## config.mk

```make
export PLATFORM = sky130hd
export DESIGN_NAME = vout_packer
export DESIGN_NICKNAME = d
export VERILOG_FILES = /design/src/rtl/vout_packer.sv
export SDC_FILE = /design/constraint.sdc
export NUM_CORES = 1
export LEC_CHECK = 0
export BUFFER_PORTS_ARGS = -buffer_cell sky130_fd_sc_hd__buf_2
export CORE_MARGIN = 2
export CORE_UTILIZATION = 59
export CTS_BUF_LIST = sky130_fd_sc_hd__clkbuf_8
export DETAILED_ROUTE_END_ITERATION = 10
export HOLD_SLACK_MARGIN = 0.1
export PLACE_DENSITY = 0.84
export SLEW_MARGIN = 10
export SYNTH_ARGS = -nofsm -noshare
export SYNTH_HDL_FRONTEND = slang
export SYNTH_SLANG_ARGS = --single-unit
```

## constraint.sdc

```tcl
create_clock -name clk -period 9.06 [get_ports clk]
set_input_delay 0.453 -clock clk [delete_from_list [all_inputs] [get_ports clk]]
set_output_delay 0.453 -clock clk [all_outputs]
set_load 0.02 [all_outputs]
```

## src/rtl/vout_packer.sv

```systemverilog
module vout_packer #(
  parameter int CW    = 4,
  parameter int NCLIP = 16,
  localparam int NW   = $clog2(NCLIP + 1),
  localparam int XW   = (CW > NW) ? CW : NW,
  localparam int MAXC = (1 << CW) - 1,
  localparam int MAXW = 4 + 3 * MAXC + 3 * ((MAXC + 1) / 2) + 1 + NCLIP,
  localparam int IW   = $clog2(MAXW + 1)
) (
  input  logic          clk,
  input  logic          rst_n,
  input  logic [CW-1:0] cfg_s32,
  input  logic [CW-1:0] cfg_f32,
  input  logic [CW-1:0] cfg_l32,
  input  logic [CW-1:0] cfg_s16,
  input  logic [CW-1:0] cfg_f16,
  input  logic [CW-1:0] cfg_l16,
  input  logic          cfg_psize,
  input  logic [NW-1:0] cfg_nclip,
  input  logic          in_valid,
  output logic          in_ready,
  input  logic [3:0]    in_kind,
  input  logic [XW-1:0] in_index,
  input  logic          in_pair,
  input  logic [31:0]   in_data,
  output logic          wr_valid,
  output logic [IW-1:0] wr_idx,
  output logic [31:0]   wr_data,
  output logic [1:0]    wr_lanes,
  output logic [IW-1:0] hdr_n32,
  output logic          done,
  output logic          err
);
  localparam int MAXV = 4 + 6 * MAXC + 1 + NCLIP;
  localparam int VW   = $clog2(MAXV + 1);

  localparam logic [3:0] K_POS = 4'd0, K_S32 = 4'd1, K_F32 = 4'd2, K_L32 = 4'd3;
  localparam logic [3:0] K_S16 = 4'd4, K_F16 = 4'd5, K_L16 = 4'd6;
  localparam logic [3:0] K_PSZ = 4'd7, K_CLP = 4'd8;

  logic [CW-1:0] q_s32, q_f32, q_l32, q_s16, q_f16, q_l16;
  logic          q_ps;
  logic [NW-1:0] q_ncl;
  logic [VW-1:0] cnt;

  logic          idle;
  logic [CW-1:0] e_s32, e_f32, e_l32, e_s16, e_f16, e_l16;
  logic          e_ps;
  logic [NW-1:0] ncl_in, e_ncl;

  function automatic logic [IW-1:0] words16(input logic [CW-1:0] n);
    return (IW'(n) + IW'(1)) >> 1;
  endfunction

  assign in_ready = rst_n;
  assign idle     = (cnt == '0);
  assign ncl_in   = (cfg_nclip > NW'(NCLIP)) ? NW'(NCLIP) : cfg_nclip;

  assign e_s32 = idle ? cfg_s32   : q_s32;
  assign e_f32 = idle ? cfg_f32   : q_f32;
  assign e_l32 = idle ? cfg_l32   : q_l32;
  assign e_s16 = idle ? cfg_s16   : q_s16;
  assign e_f16 = idle ? cfg_f16   : q_f16;
  assign e_l16 = idle ? cfg_l16   : q_l16;
  assign e_ps  = idle ? cfg_psize : q_ps;
  assign e_ncl = idle ? ncl_in    : q_ncl;

  logic [IW-1:0] b_f32, b_l32, b_s16, b_f16, b_l16, b_ps, b_cl;
  logic [VW-1:0] tot;

  assign b_f32 = IW'(4) + IW'(e_s32);
  assign b_l32 = b_f32 + IW'(e_f32);
  assign b_s16 = b_l32 + IW'(e_l32);
  assign b_f16 = b_s16 + words16(e_s16);
  assign b_l16 = b_f16 + words16(e_f16);
  assign b_ps  = b_l16 + words16(e_l16);
  assign b_cl  = b_ps + IW'(e_ps);

  assign tot = VW'(4) + VW'(e_s32) + VW'(e_f32) + VW'(e_l32)
             + VW'(e_s16) + VW'(e_f16) + VW'(e_l16)
             + VW'(e_ps) + VW'(e_ncl);

  assign hdr_n32 = IW'(q_s32) + IW'(q_f32) + IW'(q_l32);

  logic [IW-1:0] g_cnt, g_base, ix, ix1, n_idx;
  logic          is16, bad_kind, bad, last_odd;
  logic [31:0]   n_data;
  logic [1:0]    n_lanes;
  logic [VW-1:0] nxt;

  always_comb begin
    g_cnt    = '0;
    g_base   = '0;
    is16     = 1'b0;
    bad_kind = 1'b0;
    case (in_kind)
      K_POS: begin g_cnt = IW'(4);       g_base = '0;     end
      K_S32: begin g_cnt = IW'(e_s32);   g_base = IW'(4); end
      K_F32: begin g_cnt = IW'(e_f32);   g_base = b_f32;  end
      K_L32: begin g_cnt = IW'(e_l32);   g_base = b_l32;  end
      K_S16: begin g_cnt = IW'(e_s16);   g_base = b_s16;  is16 = 1'b1; end
      K_F16: begin g_cnt = IW'(e_f16);   g_base = b_f16;  is16 = 1'b1; end
      K_L16: begin g_cnt = IW'(e_l16);   g_base = b_l16;  is16 = 1'b1; end
      K_PSZ: begin g_cnt = IW'(e_ps);    g_base = b_ps;   end
      K_CLP: begin g_cnt = IW'(e_ncl);   g_base = b_cl;   end
      default: bad_kind = 1'b1;
    endcase
  end

  assign ix       = IW'(in_index);
  assign ix1      = ix + IW'(1);
  assign bad      = bad_kind || (ix >= g_cnt) ||
                    (in_pair && (!is16 || ix[0] || (ix1 >= g_cnt)));
  assign n_idx    = is16 ? g_base + (ix >> 1) : g_base + ix;
  assign last_odd = g_cnt[0] && (ix1 == g_cnt);
  assign nxt      = cnt + (in_pair ? VW'(2) : VW'(1));

  always_comb begin
    if (!is16 || in_pair) begin
      n_data  = in_data;
      n_lanes = 2'b11;
    end else if (!ix[0]) begin
      n_data  = {16'h0000, in_data[15:0]};
      n_lanes = last_odd ? 2'b11 : 2'b01;
    end else begin
      n_data  = {in_data[15:0], 16'h0000};
      n_lanes = 2'b10;
    end
  end

  logic acc;
  assign acc = in_valid && in_ready;

  always_ff @(posedge clk) begin
    if (!rst_n) begin
      cnt      <= '0;
      wr_valid <= 1'b0;
      wr_idx   <= '0;
      wr_data  <= '0;
      wr_lanes <= 2'b00;
      done     <= 1'b0;
      err      <= 1'b0;
      q_s32 <= '0; q_f32 <= '0; q_l32 <= '0;
      q_s16 <= '0; q_f16 <= '0; q_l16 <= '0;
      q_ps  <= 1'b0;
      q_ncl <= '0;
    end else begin
      wr_valid <= 1'b0;
      done     <= 1'b0;
      err      <= 1'b0;
      if (acc && bad) begin
        err <= 1'b1;
      end else if (acc) begin
        wr_valid <= 1'b1;
        wr_idx   <= n_idx;
        wr_data  <= n_data;
        wr_lanes <= n_lanes;
        if (idle) begin
          q_s32 <= e_s32; q_f32 <= e_f32; q_l32 <= e_l32;
          q_s16 <= e_s16; q_f16 <= e_f16; q_l16 <= e_l16;
          q_ps  <= e_ps;
          q_ncl <= e_ncl;
        end
        if (nxt >= tot) begin
          cnt  <= '0;
          done <= 1'b1;
        end else begin
          cnt <= nxt;
        end
      end
    end
  end


  err_excl_chk: assert property (@(posedge clk) disable iff (!rst_n)
    err |-> (!wr_valid && !done));


  done_write_chk: assert property (@(posedge clk) disable iff (!rst_n)
    done |-> wr_valid);


  lanes_live_chk: assert property (@(posedge clk) disable iff (!rst_n)
    wr_valid |-> (wr_lanes != 2'b00));


  half_slot_chk: assert property (@(posedge clk) disable iff (!rst_n)
    (wr_valid && wr_lanes != 2'b11) |-> (wr_idx >= IW'(4) + hdr_n32));


  hdr_hold_chk: assert property (@(posedge clk) disable iff (!rst_n)
    !idle |=> $stable(hdr_n32));


  cnt_bound_chk: assert property (@(posedge clk) disable iff (!rst_n)
    !idle |-> (cnt < tot));
endmodule

```

* Word level (Yosys, flattened, before mapping)
Cells that the tools add are included.
Operators by class: add/subtract/negate cells 21, magnitude comparators 4, equal/unequal tests 9, mux-type cells 24, bitwise logic cells 3, reduce and logical (&&, ||, !) cells 18
Operators with widths (number):
- $mux 32 | 2
- $pmux 7 s8 | 1
- $add 7x4->7 | 7
- $pmux 5 s9 | 1
- $mux 4 | 6
- $eq 4x3->1 const B | 4
- $add 4x1->5 const B | 3
- $add 7x1->7 | 2
- $add 7x5->7 | 2
- $mux 7 | 2
- $add 5x4->6 | 2
- $mux 5 | 2
- $reduce_or 9->1 | 1
- $eq 4x2->1 const B | 2
- $mux 2 | 4
- $add 6x4->7 | 1
- $add 7x2->7 | 1
- $eq 6x7->1 | 1
- $ge 5x7->1 | 1
- $ge 6x7->1 | 1
- $ge 7x7->1 | 1
- $logic_not 7->1 | 1
- $add 5x1->6 const B | 1
- $mux 1 | 6
- 14 further kinds | 24
Word-level totals: register bits 81, input port bits 75, output and inout bits 52, logic and storage cells 94

* Longest topological paths before layout
Gate-level depths: netlist (run 1).
word-level depth 12, depth in mapped cells 32, mapped depth without buffers 30

* Worst setup path before layout (run 1)
Ideal clock, no wire load.
path kind register -> register, start point reg cnt[2], end point reg wr_idx[6], library setup time 0.119 ns, data arrival time 6.373 ns, required time 8.941 ns, slack 2.568 ns, cell stages (with the launch flop) 24, path buffers 2, clock period less this slack 6.492 ns, cell sequence dfxtp_1 nor4_1 nand2_1 buf_2 buf_1 mux2i_1 fa_1 fa_1 inv_1 fa_1 fa_1 fa_1 ha_1 a222oi_1 o221ai_1 fa_1 a21oi_1 nor2_1 nor2_1 inv_1 a21oi_1 a31oi_1 xnor2_1 o21ai_1
Between the ends: longest elaborated chain between the ends 12, elaborated cells between the ends (all ways) 33, those cells by class 12 x add/sub; 2 x order compare; 11 x mux; 1 x bitwise; 7 x reduce/logical
Ends and longest elaborated chain:
- start, declared | line 44 | logic [VW-1:0] cnt;
- start signal, assigned | line 168 | cnt <= nxt;
- $logic_not 7->1 (*) | line 56 | assign idle = (cnt == '0);
- $mux 4 | line 59 | assign e_s32 = idle ? cfg_s32 : q_s32;
- $add 3x4->5 | line 71 | assign b_f32 = IW'(4) + IW'(e_s32);
- $add 5x4->6 | line 72 | assign b_l32 = b_f32 + IW'(e_f32);
- $add 6x4->7 | line 73 | assign b_s16 = b_l32 + IW'(e_l32);
- $add 7x4->7 | line 74 | assign b_f16 = b_s16 + words16(e_s16);
- $add 7x4->7 | line 75 | assign b_l16 = b_f16 + words16(e_f16);
- $add 7x4->7 | line 76 | assign b_ps = b_l16 + words16(e_l16);
- $add 7x1->7 | line 77 | assign b_cl = b_ps + IW'(e_ps);
- $pmux 7 s8 | line 96 | case (in_kind)
- $add 7x5->7 or $add 7x4->7 (tied branches) | line 114 | assign n_idx = is16 ? g_base + (ix >> 1) : g_base + ix;
- $mux 7 | line 114
- end signal, assigned | line 155 | wr_idx <= n_idx;
- end, declared | line 27 | output logic [IW-1:0] wr_idx,
Every way passes the cells marked *; elsewhere a longest branch is shown, timed or not. A chain may end at the register's enable or synchronous reset.

* Final worst setup path (run 1)
start point reg cnt[2], end point reg wr_idx[6]
Between the ends: longest elaborated chain between the ends 12, elaborated cells between the ends (all ways) 33, those cells by class 12 x add/sub; 2 x order compare; 11 x mux; 1 x bitwise; 7 x reduce/logical
Ends and longest elaborated chain:
- $logic_not 7->1 (*) | line 56
- $mux 4 (*) | line 59
- net e_s32[2] | line 47 | logic [CW-1:0] e_s32, e_f32, e_l32, e_s16, e_f16, e_l16;
- $add 3x4->5 | line 71
- $add 5x4->6 | line 72
- $add 6x4->7 | line 73
- $add 7x4->7 | line 74
- $add 7x4->7 | line 75
- $add 7x4->7 | line 76
- $add 7x1->7 | line 77
- $pmux 7 s8 | line 96
- $add 7x5->7 or $add 7x4->7 (tied branches) | line 114
- $mux 7 | line 114
Mark *: on every way through the listed nets, which the timed path passes. The rest lies on a longest branch.

==> results.cfg, run 1 <==
[global_route]
grt_usage_pct = 29.92
antenna_found_initial = 0
grt_pass1_wl_mm = 30.97
gr-usage-met1_pct = 38.23
first_global_vias = 6449
use_met3_pct = 8.838
grt_max_degree = 81
met2_usage_pct = 49.22
busiest_layer = met2
grt-ovfl-total = 0

[sta]
min_period_ns = 7.664
skew_ns = 0.01130
slew_viol_final = 0
worstMarginPinSlew_ns = 1.214
hold_violations = 0
setup_viol = 0
min_period_over_period_pct = 84.59
fmax_mhz = 130.5
whs_ns = 0.3186
setup_tns_ns = 0
rsz0062_at_grt = false
relSlewSlack_pct = 18.79

[synthesis]
synth_compound_area_share_pct = 20.82
synth-seq-cells = 81
synthFlopType = dfxtp_1
yosysUniqueCellTypes = 70
syn-instance-count = 845
synth_top_family_by_area = compound AO/OA/AOI/OAI gates
synth_area_leader_cell = dfxtp_1
muxShareOfSynthArea_pct = 5.881
synth_simple_gate_area_share_pct = 19.60
synthTopCellsByArea = dfxtp_1 (23%), ha_1 (12%), nand2_1 (7.0%)
synth_fp_nets = 1009
syn_area_sq_mm = 0.007020
async_flop_share_pct = 0
synth_xor_area_share_pct = 6.541
synthAdderAreaFrac_pct = 18.43
synth.avg_cell_area_sq_um = 8.308
synth_edf_count = 0
yosysWarnings = 0
ys_seq_area_share_pct = 23.10
netlist.area_leader.share_pct = 23.10

[detailed_routing]
drc = 6
ant_nets = 0
via_per_inst = 5.934
wire_per_inst_um = 17.06
wl_mm = 18.63
drt_iter0_markers = 444
first_pass_iters = 8
vias = 6480

[floorplan]
die_h_um = 113.1
dieArea_sq_mm = 0.01279
coreArea_sq_mm = 0.01152
fp.dieW_um = 113.1
std_cell_rows = 39
io_pins = 127
start_util_pct = 60.96

[cells_and_area]
nNetsFinal = 1108
drive_gt1_share_pct = 19.60
n_fill_cell = 978
num_antenna_cells = 0
final_util_pct = 68.52
areaGrowthSynthToFinish_pct = 12.40
multi_input_area_sq_mm = 0.005010
seq_area_sq_mm = 0.001622
finalInstanceArea_sq_mm = 0.007891

[pwr]
powerDensity_mw_per_mm2 = 240.3
ir_worst_vdd_mv = 0.1505
leakage_nw = 3.726

[critical_path]
cp.required_ns = 9.32
critPathMaxFanout = 20
crit_top_cell = ha_1
cp_slowest_cell = nand2_1
cp.arrival_ns = 7.92
worstSetupEndpointType = register
crit_type = register to register
crit_path_max_incr_delay_ns = 0.51
start_kind = register

[clock_network]
cts_buffer_depth = 2
clk_latency_ns = 0.38
post_cts_buffers = 0
clock-sinks = 81
cts_tree = built
clkTransAtPathRegs_ns = 0.09
cts_root_buffer = clkbuf_8
cts_max_level = 3
hold_buffers = 0
ctsResizeCount = 0
cts_inserted_buffers = 9

[status]
outcome = finished with violations
violations = DRC

[placement]
gp_congestion = 0.9851
placed_area_sq_mm = 0.007671
port_buffers = 125
dpl.hpwl_mm = 14.41

[job]
maxCapViolCount = 0

[min_path]
min_path_type = input port to register
==> flip-flops by register name, indices dropped and copies added (netlist names), 4 cells and up <==
name / flops
q_s32: 4
q_s16: 4
q_l16: 4
q_l32: 4
q_ncl: 5
wr_idx: 7
wr_data: 32
cnt: 7
q_f32: 4
q_f16: 4
==> placed cells by master, fill, tap and decap left out, types with 5 or more instances in the layout <==
master    count
nand3_1      76
clkbuf_8      9
inv_1        51
nor3b_1       5
xnor2_1      27
mux2_2       18
buf_4         5
mux2i_1      21
nand2_1     130
xor2_1       16
nand2b_1      7
dfxtp_1      81
nor2_1       36
o21ai_0      20
buf_2       125
a21boi_1     52
fa_1         24
nand3b_1      5
a21o_1       14
o211a_1      17
nor2b_1      15
ha_1         65
a21oi_1      32
o221ai_1      5
nor3_1       11
a211oi_1      7
==> worst paths after layout <==
check	cells past startpoint	slack (ns)	startpoint	endpoint
worst max-delay path	30	1.40	cnt[2]	wr_idx[6]
worst min-delay path	3	0.32	cfg_f32[3]	q_f32[3]
worst max register to register	30	1.40	cnt[2]	wr_idx[6]
worst min register to register	2	0.46	wr_data[8]	wr_data[8]
==> per-layer routing <==
| metal | routed length (um) | up-vias | share of wire (%) |
|---|---|---|---|
| li1 | - | 3155 | - |
| met1 | 7820 | 3007 | 42 |
| met2 | 8757 | 282 | 47 |
| met3 | 1686 | 36 | 9.1 |
| met4 | 360 | 0 | 1.9 |
| met5 | 0 | - | 0 |
==> metrics by stage <==
stage | total power, mW | instances | setup WS [ns]
floorplan | 1.352 | 845 | 2.568
global placement | 1.549 | 1076 | 1.885
detailed placement | 1.582 | 1076 | 1.620
CTS | 1.885 | 1092 | 1.549
global route | 2.055 | 1092 | 0.9203
finish | 1.896 | 1092 | 1.396
==> synth_stat cells (11+ instances only) <==
library cell and number:
a21boi_1 52, xnor2_1 27, nor2_1 37, nand2_1 130, mux2i_1 21, a21o_1 14, fa_1 24, a21oi_1 32
xor2_1 16, nand3_1 76, inv_1 50, clkbuf_1 19, o211a_1 17, ha_1 65, o21ai_0 20, nor2b_1 15
nor3_1 11, buf_2 17, dfxtp_1 81, mux2_2 18
==> critical path: cells and delay by family, from the launching register on <==
| family | cells | cell delay (ns) |
|---|---|---|
| fa+ha+maj | 7 | 2.19 |
| xor+xnor | 6 | 1.50 |
| compound gates | 5 | 0.84 |
| buf+inv | 4 | 0.69 |
| flops | 1 | 0.36 |
| mux | 1 | 0.48 |
| simple gates | 7 | 1.49 |
==> cell type report <==
cell class,count,share of cell area [%]
Sequential cell,81,20.55
Multi-Input combinational cell,670,63.48
Clock buffer,9,1.570
Timing Repair Buffer,130,8.403
Clock inverter,7,1.221
Inverter,52,2.505
Tap cell,143,2.267
==> cell families after synthesis <==
| group | after synthesis |
|---|---|
| flops | 81 |
| xor+xnor | 46 |
| simple gates | 301 |
| buf+inv | 94 |
| other cells | 1 |
| mux | 39 |
| fa+ha+maj | 89 |
| compound gates | 194 |
==> power breakdown <==
part           switching, mW  total, mW  internal (mW)
registers            0.00388      0.367          0.363
clock network          0.142      0.297          0.155
logic                  0.702       1.23          0.530
No activity file was read; power rests on OpenSTA's default activity.
==> run 2, diff against run 1 <==
--- a/config.mk
+++ b/config.mk
@@ -7,11 +7,11 @@
 export LEC_CHECK = 0
 export BUFFER_PORTS_ARGS = -buffer_cell sky130_fd_sc_hd__buf_2
 export CORE_MARGIN = 2
-export CORE_UTILIZATION = 59
+export CORE_UTILIZATION = 53
 export CTS_BUF_LIST = sky130_fd_sc_hd__clkbuf_8
 export DETAILED_ROUTE_END_ITERATION = 10
 export HOLD_SLACK_MARGIN = 0.1
-export PLACE_DENSITY = 0.84
+export PLACE_DENSITY = 0.79
 export SLEW_MARGIN = 10
 export SYNTH_ARGS = -nofsm -noshare
 export SYNTH_HDL_FRONTEND = slang
==> constraint.sdc (replaced) <==
create_clock -name clk -period 7 [get_ports clk]
set_input_delay 0.35 -clock clk [delete_from_list [all_inputs] [get_ports clk]]
set_output_delay 0.35 -clock clk [all_outputs]
set_load 0.02 [all_outputs]
==> results.cfg, run 2 (synthesis results as in run 1) <==
[status]
outcome = finished, final reports clean

[sta]
fmax_mhz = 147.6
min_period_over_period_pct = 96.78
worstMarginPinSlew_ns = 0.7025
setup_viol = 0
hold_violations = 0
skew_ns = 0.01993
whs_ns = 0.2028
fin_ws_ns = 0.2253
min_period_ns = 6.775
relSlewSlack_pct = 51.83
setup_tns_ns = 0
slew_viol_final = 0

[placement]
port_buffers = 125
dpl.hpwl_mm = 15.08
placedCellCount = 1121
gp_congestion = 1.036
placed_area_sq_mm = 0.007815
place_ws_ns = 0.2195

[detailed_routing]
ant_nets = 0
vias = 6462
wl_mm = 19.45
first_pass_iters = 5
met1Wirelength_mm = 7.886
drc = 0
top_layer = met4
dr_wl_met3_mm = 1.475
met2_length_mm = 9.422
drt_iter0_markers = 324
via_per_inst = 5.683
wire_per_inst_um = 17.11

[global_route]
grt-ovfl-total = 0
antenna_found_initial = 0
grt_max_degree = 81
grt_pass1_wl_mm = 31.54
first_global_vias = 6499
grt_usage_pct = 27.94

[floorplan]
start_util_pct = 53.65
io_pins = 127
dieArea_sq_mm = 0.01418
fp.dieW_um = 119.1
die_h_um = 119.1
std_cell_rows = 42
coreArea_sq_mm = 0.01309

[critical_path]
crit_path_end = wr_idx[6]
rr_startpoint = cnt[2]
cp.arrival_ns = 7.05
cp.required_ns = 7.27
r2r_slack_ns = 0.23
worstSetupEndpointType = register
critPathMaxFanout = 22
crit_start = cnt[2]
reg2regPathDepth = 24
start_kind = register
reg2reg_to = wr_idx[6]
crit_type = register to register

[cells_and_area]
final_util_pct = 61.74
final_common_cell = nand2_1
fin_cells = 1137
drive_gt1_share_pct = 21.44
n_fill_cell = 1147
areaGrowthSynthToFinish_pct = 15.08
num_antenna_cells = 0
reg_top3 = wr_data x32, cnt x7, wr_idx x7
finalInstanceArea_sq_mm = 0.008079
layout_common_cells = nand2_1 (130), buf_2 (125), dfxtp_1 (81)
top_register = wr_data
largest_reg_flops = 32
nNetsFinal = 1120

[job]
maxCapViolCount = 0

[clock_network]
cts_max_level = 3
cts_root_buffer = clkbuf_8
clock-sinks = 81
cts_inserted_buffers = 9
clkTransAtPathRegs_ns = 0.09
cts_tree = built
clk_latency_ns = 0.39
hold_buffers = 0
cts_buffer_depth = 2

[pwr]
powerDensity_mw_per_mm2 = 312.6
power.total_mw = 2.525
leakage_nw = 3.812
ir_worst_vdd_mv = 0.2029

[min_path]
min_path_type = input port to register
run 2: changes by cell type in the layout (fill, tap and decap cells not counted), sizes merged:
cell      before  now
buf          130  142
clkinv         2    3
clkinvlp       2    0
inv           53   54
run 2: how the worst min path moves through the flow:
stage	depth (start not counted)	endpoint	slack (ns)	from
detailed placement	2	wr_data[6]	0.44	wr_data[6]
finish	3	q_l16[1]	0.20	cfg_l16[1]
global route	3	q_l16[1]	0.20	cfg_l16[1]
floorplan	2	q_ncl[1]	0.43	q_ncl[1]
global placement	2	wr_data[5]	0.43	wr_data[5]
CTS	3	q_l16[1]	0.19	cfg_l16[1]
run 2: layout make-up:
class | count | area, sq um | share of cell area (%)
Multi-Input combinational cell | 670 | 5050 | 62.51
Sequential cell | 81 | 1622 | 20.07
Timing Repair Buffer | 142 | 765.7 | 9.478
Tap cell | 176 | 220.2 | 2.726
Inverter | 52 | 197.7 | 2.447
Clock buffer | 9 | 123.9 | 1.533
Clock inverter | 7 | 100.1 | 1.239
run 2: per-layer routing:
metal,track usage [%],vias up
met5,0,-
met4,12.65,0
met1,33.30,2984
li1,-,3186
met3,7.136,45
met2,47.23,247
run 2: timing repair:
action | CTS | global route
resized for setup | 0 | 8
buffers inserted | 0 | 0
endpoints found under the setup margin | 0 | 2
endpoints found under the hold margin | 0 | 0
run 2: critical path, cell delays in order, from the launching register on:
cell,delay (ns)
dfxtp_1,0.37
nor4_2,0.32
nand2_1,0.14
buf_12,0.19
mux2_2,0.31
ha_1,0.23
inv_1,0.07
fa_1,0.46
fa_1,0.54
inv_1,0.11
fa_1,0.54
fa_1,0.62
fa_1,0.50
ha_1,0.32
a222oi_1,0.38
o221ai_2,0.20
fa_1,0.47
a21oi_1,0.16
nor2_1,0.05
nor2_1,0.16
inv_1,0.06
a21oi_1,0.14
a31oi_1,0.06
xnor2_1,0.18
o21ai_1,0.07
run 2: report_power, final:
part           total, mW  internal, mW  switching (mW)  leakage (nW)
Combinational       1.65         0.725           0.930          3.04
Clock              0.395         0.204           0.192         0.114
Sequential         0.475         0.470         0.00523         0.654
Total               2.53          1.40            1.13          3.81
==> run 3, diff against run 2 <==
--- a/config.mk
+++ b/config.mk
@@ -6,6 +6,7 @@
 export NUM_CORES = 1
 export LEC_CHECK = 0
 export BUFFER_PORTS_ARGS = -buffer_cell sky130_fd_sc_hd__buf_2
+export CORE_ASPECT_RATIO = 1.4
 export CORE_MARGIN = 2
 export CORE_UTILIZATION = 53
 export CTS_BUF_LIST = sky130_fd_sc_hd__clkbuf_8
==> results.cfg, run 3 (synthesis results as in run 1) <==
[status]
outcome = finished, final reports clean

[min_path]
min_path_type = input port to register

[pwr]
leakage_nw = 3.784
ir_worst_vdd_mv = 0.2031
powerDensity_mw_per_mm2 = 314.6

[clock_network]
hold_buffers = 0
cts_inserted_buffers = 9
clock-sinks = 81
cts_max_level = 3
clkTransAtPathRegs_ns = 0.10
clk_latency_ns = 0.38
cts_tree = built
cts_buffer_depth = 2
cts_root_buffer = clkbuf_8

[detailed_routing]
vias = 6517
ant_nets = 0
drc = 0
via_per_inst = 5.876
first_pass_iters = 5
wl_mm = 19.72
wire_per_inst_um = 17.78
drt_iter0_markers = 304

[placement]
dpl.hpwl_mm = 15.30
placedCellCount = 1093
placed_area_sq_mm = 0.007736
gp_congestion = 1.011
port_buffers = 125

[cells_and_area]
final_common_cell = nand2_1
fin_cells = 1109
final_util_pct = 62.08
num_antenna_cells = 0
reg_top3 = wr_data x32, cnt x7, wr_idx x7
nNetsFinal = 1115
areaGrowthSynthToFinish_pct = 13.85
layout_common_cells = nand2_1 (130), buf_2 (125), dfxtp_1 (81)
largest_reg_flops = 32
finalInstanceArea_sq_mm = 0.007993
drive_gt1_share_pct = 21.23
n_fill_cell = 1161
top_register = wr_data

[sta]
slew_viol_final = 0
min_period_ns = 6.620
hold_violations = 0
rsz0062_at_grt = false
min_period_over_period_pct = 94.58
skew_ns = 0.01435
relSlewSlack_pct = 19.75
setup_viol = 0
worstMarginPinSlew_ns = 1.202
fmax_mhz = 151.1
setup_tns_ns = 0

[floorplan]
io_pins = 127
die_h_um = 140.2
coreArea_sq_mm = 0.01287
std_cell_rows = 49
dieArea_sq_mm = 0.01420
start_util_pct = 54.53
fp.dieW_um = 101.3

[critical_path]
worstSetupEndpointType = register
cp.required_ns = 7.26
crit_top_cell = fa_1
cp.arrival_ns = 6.88
cp_slowest_cell = fa_2
critPathMaxFanout = 14
crit_type = register to register
crit_chain = nor4_4 -> nand2_1 -> buf_4 -> mux2_2 -> ha_1 -> inv_1 -> fa_1 -> fa_1 -> inv_1 -> fa_1 -> fa_2 -> fa_1 -> ha_1 -> a222oi_1 -> o221ai_2 -> fa_1 -> a21oi_1 -> nor2_1 -> nor2_1 -> inv_1 -> a21oi_1 -> a31oi_1 -> xnor2_1 -> o21ai_1
crit_path_max_incr_delay_ns = 0.62
start_kind = register

[global_route]
first_global_vias = 6690
grt-ovfl-total = 0
grt_usage_pct = 28.47
grt_pass1_wl_mm = 32.07
grt_max_degree = 81
antenna_found_initial = 0

[job]
maxCapViolCount = 0
[run 3: cell count changes in the layout (fill, tap and decap cells not counted), sizes merged]
cell	before	now
buf	142	137
bufinv	2	0
clkbuf	9	10
clkinv	3	1
inv	54	57
[run 3: metal layers]
layer | global-route usage, % | routed length (um)
met1 | 31.40 | 7497
met2 | 51.55 | 10390
met4 | 13.58 | 777
met5 | 0 | 0
met3 | 5.090 | 1054
[run 3: worst max-delay path: cells and delay by family (launching register included)]
family                     cells  cell delay (ns)
DFF                            1             0.38
muxes                          1             0.32
AOI/OAI and AO/OA              6             0.95
xor gates and xnor gates       1             0.17
adders and majority gates      8             3.65
buffers and inverters          4             0.45
and+or+nand+nor                4             0.58
[run 3: final cells by class]
cell class              instances  area (sq um)  area share (%)
repair buffers                137         715.7           8.954
clock inverters                 6         57.56          0.7201
well taps                     153         191.4           2.395
multi-input cells             670          5071           63.45
flip-flops and latches         81          1622           20.29
inverters                      52         197.7           2.473
clock buffers                  10         137.6           1.722
[run 3: final timing paths]
| path | startpoint | end | slack (ns) | cells past startpoint |
|---|---|---|---|---|
| max reg2reg | cnt[2] | wr_idx[6] | 0.38 | 24 |
| min | cfg_s16[3] | q_s16[3] | 0.21 | 3 |
| min reg2reg | wr_data[5] | wr_data[5] | 0.45 | 2 |
| max | cnt[2] | wr_idx[6] | 0.38 | 24 |
[run 3: per-stage QoR]
step | power, mW | worst slack (ns) | hold slack (ns)
after CTS | 2.465 | 0.2487 | 0.1937
after global routing | 2.755 | 0.001517 | 0.2091
after floorplan | 1.750 | 0.5076 | 0.4316
after global placement | 2.056 | 0.4191 | 0.4344
after detailed placement | 2.096 | 0.2971 | 0.4395
final | 2.515 | 0.3797 | 0.2066
[run 3: power by group]
group	internal [mW]	switching, mW	total, mW
clock network	0.148	0.209	0.357
registers	0.470	0.00517	0.475
logic	0.739	0.944	1.68
[run 3: what timing repair did]
item,4_1_cts,5_1_grt
setup endpoints to repair,0,2
buffers inserted,0,0
gates resized for setup,0,10
